`src/rtl/cold_batch_sched.sv`:
```
module cold_batch_sched #(
  parameter int RANK_W = 2,
  parameter int ADDR_W = 16,
  parameter int DEPTH  = 16,
  parameter int AGE_W  = 12,
  parameter int TMR_W  = 8
) (
  input  logic                  clk,
  input  logic                  rst_n,
  input  logic                  req_valid,
  output logic                  req_ready,
  input  logic [RANK_W-1:0]     req_rank,
  input  logic [ADDR_W-1:0]     req_addr,
  input  logic [(1<<RANK_W)-1:0] hot_mask,
  input  logic [AGE_W-1:0]      max_wait,
  input  logic [TMR_W-1:0]      exit_lat,
  input  logic [TMR_W-1:0]      entry_lat,
  input  logic [TMR_W-1:0]      idle_win,
  output logic                  hot_valid,
  output logic [RANK_W-1:0]     hot_rank,
  output logic [ADDR_W-1:0]     hot_addr,
  output logic                  cold_valid,
  output logic [RANK_W-1:0]     cold_rank,
  output logic [ADDR_W-1:0]     cold_addr,
  output logic                  sr_exit,
  output logic                  sr_enter,
  output logic [1:0]            pwr_state
);
  localparam int PTR_W = $clog2(DEPTH);
  localparam int CNT_W = $clog2(DEPTH + 1);
  localparam int ENT_W = RANK_W + ADDR_W;

  typedef enum logic [1:0] {SLEEP = 2'd0, EXITING = 2'd1, DRAINING = 2'd2, ENTERING = 2'd3} st_t;

  st_t              state, state_n;
  logic [ENT_W-1:0] mem [DEPTH];
  logic [PTR_W-1:0] wr_ptr, rd_ptr;
  logic [CNT_W-1:0] count;
  logic [AGE_W-1:0] age;
  logic [TMR_W-1:0] tmr, idle;
  logic             is_hot, full, push, pop, empty_quiet;

  assign is_hot      = hot_mask[req_rank];
  assign full        = count == CNT_W'(DEPTH);
  assign req_ready   = is_hot | ~full;
  assign push        = req_valid & ~is_hot & ~full;
  assign hot_valid   = req_valid & is_hot;
  assign hot_rank    = req_rank;
  assign hot_addr    = req_addr;
  assign cold_valid  = (state == DRAINING) && (count != '0);
  assign pop         = cold_valid;
  assign {cold_rank, cold_addr} = mem[rd_ptr];
  assign empty_quiet = (state == DRAINING) && (count == '0) && !push;
  assign sr_exit     = (state == SLEEP) && (count != '0) && (age >= max_wait || full);
  assign sr_enter    = empty_quiet && (idle == idle_win);
  assign pwr_state   = state;

  always_comb begin
    state_n = state;
    case (state)
      SLEEP:    if (sr_exit) state_n = EXITING;
      EXITING:  if (tmr == '0) state_n = DRAINING;
      DRAINING: if (sr_enter) state_n = ENTERING;
      ENTERING: if (tmr == '0) state_n = SLEEP;
      default:  state_n = SLEEP;
    endcase
  end

  always_ff @(posedge clk) begin
    if (push) mem[wr_ptr] <= {req_rank, req_addr};
  end

  always_ff @(posedge clk) begin
    if (!rst_n) begin
      state  <= SLEEP;
      wr_ptr <= '0;
      rd_ptr <= '0;
      count  <= '0;
      age    <= '0;
      tmr    <= '0;
      idle   <= '0;
    end else begin
      state <= state_n;
      if (push) wr_ptr <= wr_ptr + 1'b1;
      if (pop)  rd_ptr <= rd_ptr + 1'b1;
      count <= count + CNT_W'(push) - CNT_W'(pop);

      if (state == DRAINING || count == '0) age <= '0;
      else if (age != {AGE_W{1'b1}})        age <= age + 1'b1;

      if (sr_exit)              tmr <= exit_lat - 1'b1;
      else if (sr_enter)        tmr <= entry_lat - 1'b1;
      else if (tmr != '0)       tmr <= tmr - 1'b1;

      if (empty_quiet && !sr_enter) idle <= idle + 1'b1;
      else                          idle <= '0;
    end
  end
endmodule


```
`config.mk`:
```
export PLATFORM = sky130hd
export DESIGN_NAME = cold_batch_sched
export DESIGN_NICKNAME = d
export VERILOG_FILES = /design/src/rtl/cold_batch_sched.sv
export SDC_FILE = /design/constraint.sdc
export NUM_CORES = 1
export LEC_CHECK = 0
export ABC_AREA = 1
export BUFFER_PORTS_ARGS = -buffer_cell sky130_fd_sc_hd__buf_2
export CELL_PAD_IN_SITES_DETAIL_PLACEMENT = 1
export CELL_PAD_IN_SITES_GLOBAL_PLACEMENT = 2
export CORE_ASPECT_RATIO = 1.75
export CORE_UTILIZATION = 35
export CTS_CLUSTER_SIZE = 8
export DETAILED_ROUTE_END_ITERATION = 8
export PLACE_DENSITY = 0.67
export SYNTH_ARGS = -nofsm -noshare
export SYNTH_HDL_FRONTEND = slang
export SYNTH_SLANG_ARGS = --single-unit
```
`constraint.sdc`:
```
create_clock -name clk -period 6.7 [get_ports clk]
set_input_delay 0 -clock clk [delete_from_list [all_inputs] [get_ports clk]]
set_output_delay 0 -clock clk [all_outputs]
set_load 0.01 [all_outputs]
```
==> flow_metrics.py <==
metrics = {
    "pwr": {
        "p_seq_share_pct": 41.1,
        "p_int_mw": 4.169,
        "peakVddDrop_uv": 194.5,
        "pwr-share-comb_pct": 23.1,
        "p_sw_mw": 1.816,
        "swShare_pct": 30.35,
        "p_clk_share_pct": 35.8,
        "power_mw": 5.985,
        "p_leak_nw": 6.518,
        "power_density_mw_per_mm2": 342.5,
    },
    "placed_design": {
        "place_inst": 1872,
        "gp_congestion": 0.7369,
        "place_ws_ns": 3.947,
        "port_buffers": 103,
        "dpl-instance-area_sq_mm": 0.01580,
        "dp_hpwl_microns": 24750,
    },
    "drt": {
        "wl_per_cell_microns": 20.31,
        "vias": 9801,
        "drt_iter0_drc": 373,
        "dr.pass1.iters": 4,
        "drc_errors": 0,
        "wirelength_microns": 40060,
        "viasPerCell": 4.968,
        "postRouteAntennaNets": 0,
    },
    "min_path": {
        "min_path_type": "in2reg",
        "whs_path_depth": 7,
    },
    "cts": {
        "insertion_delay_ns": 0.55,
        "clock-root-buffer": "clkbuf_16",
        "cts_buffers": 47,
        "htreeDepth": 2,
        "clock_path_buffers": 3,
        "clkSinkCount": 335,
        "cts_tree": "yes",
        "cts_resized": 0,
        "cts.reportedPaths.clkPinSlew_ns": 0.05,
    },
    "timing": {
        "worst_slew_pin_slew_ns": 1.064,
        "setup_slack_ns": 3.383,
        "tns_ns": 0,
        "hold_viol_final": 0,
        "slew_violations": 0,
        "setup_viol": 0,
        "worst_hold_slack_ns": 0.03027,
        "fin_crit_sh_pct": 49.50,
        "max_clock_freq_mhz": 301.5,
        "relSlewSlack_pct": 28.65,
        "skew_ns": 0.01182,
        "rsz0062_at_grt": "false",
        "layout_min_cycle_time_ns": 3.317,
    },
    "yosys": {
        "synth_cell_types": 41,
        "ys_seq_area_share_pct": 65.15,
        "syn_avg_cell_area_sq_um": 11.66,
        "netlist_instances": 1262,
        "synth_flop_cell": "edfxtp_1",
        "yosysWarnings": 0,
        "synthTopCellsByArea": "edfxtp_1, dfxtp_1, mux2i_1, inv_1, nand2_1",
        "synth-async-reset-ratio_pct": 0,
        "yosys.area.top_type": "edfxtp_1",
        "netlist.area_leader.share_pct": 58.76,
        "netlist_area_sq_mm": 0.01472,
        "synth_edf_count": 288,
        "syn-num-nets": 1354,
        "ys_ff_latch": 335,
    },
    "critical_path": {
        "path_max_fanout": 15,
        "cp_data_arrival_time_ns": 3.75,
        "reg2reg_depth": 13,
        "critPathCaptureType": "register",
        "critical_path_required_ns": 7.13,
        "critPathKind": "reg2reg",
        "setup.worst_path.start_class": "register",
    },
    "grt": {
        "antenna_found_initial": 0,
        "grt_first_pass_wirelength_microns": 61050,
        "grt_pass1_vias": 10540,
        "gr-usage-all-layers_pct": 19.22,
        "gr-total-overflow": 0,
        "grt_max_degree": 133,
    },
    "floorplan": {
        "die_area_sq_mm": 0.04291,
        "io_pins": 104,
        "dieWidth_microns": 157.0,
        "die_y_microns": 273.3,
        "core_area_sq_mm": 0.04162,
        "rows": 99,
        "initial_core_util_pct": 35.37,
    },
    "cells_and_area": {
        "design_area_sq_mm": 0.01748,
        "final_cell_count_no_fill": 1973,
        "syn2layout_area_growth_pct": 18.73,
        "final_nets": 1495,
        "fillers": 4554,
        "n_antenna_cell": 0,
        "final_util_pct": 41.99,
        "layout-drive-gt1-share_pct": 15.87,
    },
    "outcome": {
        "outcome": "completed",
    },
    "job": {
        "drv_cap": 0,
    },
}
==> layer usage <==
metal | part of all wire (%) | track usage (%)
met1 | 38 | 20.35
met2 | 56 | 37.74
met3 | 3.0 | 2.438
met4 | 3.2 | 7.282
met5 | 0 | 0
==> power by group through the flow <==
stage	Sequential (mW)	Clock (mW)	Combinational [mW]
after floorplan	2.42	0	0.982
after global placement	2.50	0	1.33
after detailed placement	2.50	0	1.34
after CTS	2.46	2.21	1.41
after global routing	2.47	2.27	1.57
final	2.46	2.14	1.38
==> state kept, by name, indices dropped and copies added, names as in the netlist, named ones only <==
| signal | cells |
|---|---|
| wr_ptr | 4 |
| rd_ptr | 4 |
| pwr_state | 2 |
| mem | 288 |
| idle | 8 |
| age | 12 |
| count | 5 |
| tmr | 8 |
==> Yosys cell counts, drive strengths merged, types with 35 or more instances <==
| library cell | n |
|---|---|
| nor2 | 60 |
| nand2 | 154 |
| edfxtp | 288 |
| nand3 | 50 |
| o211ai | 72 |
| mux2i | 72 |
| o21ai | 105 |
| dfxtp | 47 |
| clkbuf | 35 |
| inv | 165 |
| buf | 35 |
| a21oi | 103 |
==> cells in the final DEF, fill, tap and decap left out, types with 4 or more instances in the layout <==
cell type,n
clkbuf_16,48
nor2_1,38
inv_1,158
nor2_2,20
nand4_1,6
nand2_1,145
nor3_1,6
o21ai_0,101
inv_2,6
o211ai_1,72
dfxtp_1,44
nand3_1,48
edfxtp_1,288
nand2_2,7
buf_4,21
buf_2,103
ha_1,30
xor2_1,8
a21oi_1,100
clkbuf_1,14
dlygate4sd3_1,37
mux2i_1,72
nand3b_1,7
o21ai_1,4
==> area by class of cell <==
| cell class | count | area, sq um | area share (%) |
|---|---|---|---|
| clock buffer | 62 | 1254 | 7.174 |
| clock inverter | 2 | 50.05 | 0.2864 |
| inverter | 167 | 628.1 | 3.594 |
| multi-input combinational | 690 | 4190 | 23.98 |
| sequential | 335 | 9595 | 54.91 |
| tap | 555 | 694.4 | 3.974 |
| timing repair buffer | 162 | 1064 | 6.086 |
==> worst max-delay path, cell delays in order (launching register included) <==
cell and delay, ns:
dfxtp_1 0.35, inv_1 0.12, ha_1 0.25, nand3_1 0.21
a21oi_4 0.39, nand2_4 0.21, inv_1 0.14, nand2_1 0.09
nand3_2 0.08, nand2_2 0.08, dlygate4sd3_1 0.58, nand3_1 0.08
dlygate4sd3_1 0.54, a21oi_1 0.06
==> final timing paths <==
check | start | to | slack, ns
max | pwr_state[0]$_SDFFE_PN0P_ | tmr[5]$_SDFFE_PN0P_ | 3.38
min | entry_lat[5] | tmr[6]$_SDFFE_PN0P_ | 0.03
max reg2reg | pwr_state[0]$_SDFFE_PN0P_ | tmr[5]$_SDFFE_PN0P_ | 3.38
min reg2reg | idle[0]$_SDFF_PN0_ | idle[0]$_SDFF_PN0_ | 0.48
==> timing repair <==
action	in CTS	in global routing
hold endpoints to repair	309	0
buffers inserted	0	0
hold buffers	37	0
==> logic make-up (layout without fill, tap and decap cells) <==
family / count (synthesis) / in the layout / synth area share, %
DFF: 335 / 335 / 65.15
and+or+nand+nor: 290 / 290 / 8.789
AOI/OAI and AO/OA: 287 / 287 / 11.23
buffers and inverters: 237 / 393 / 6.656
muxes: 72 / 72 / 4.896
adders and majority gates: 31 / 31 / 2.686
xor gates and xnor gates: 10 / 10 / 0.5951
Power figures use the tool's default switching activity.
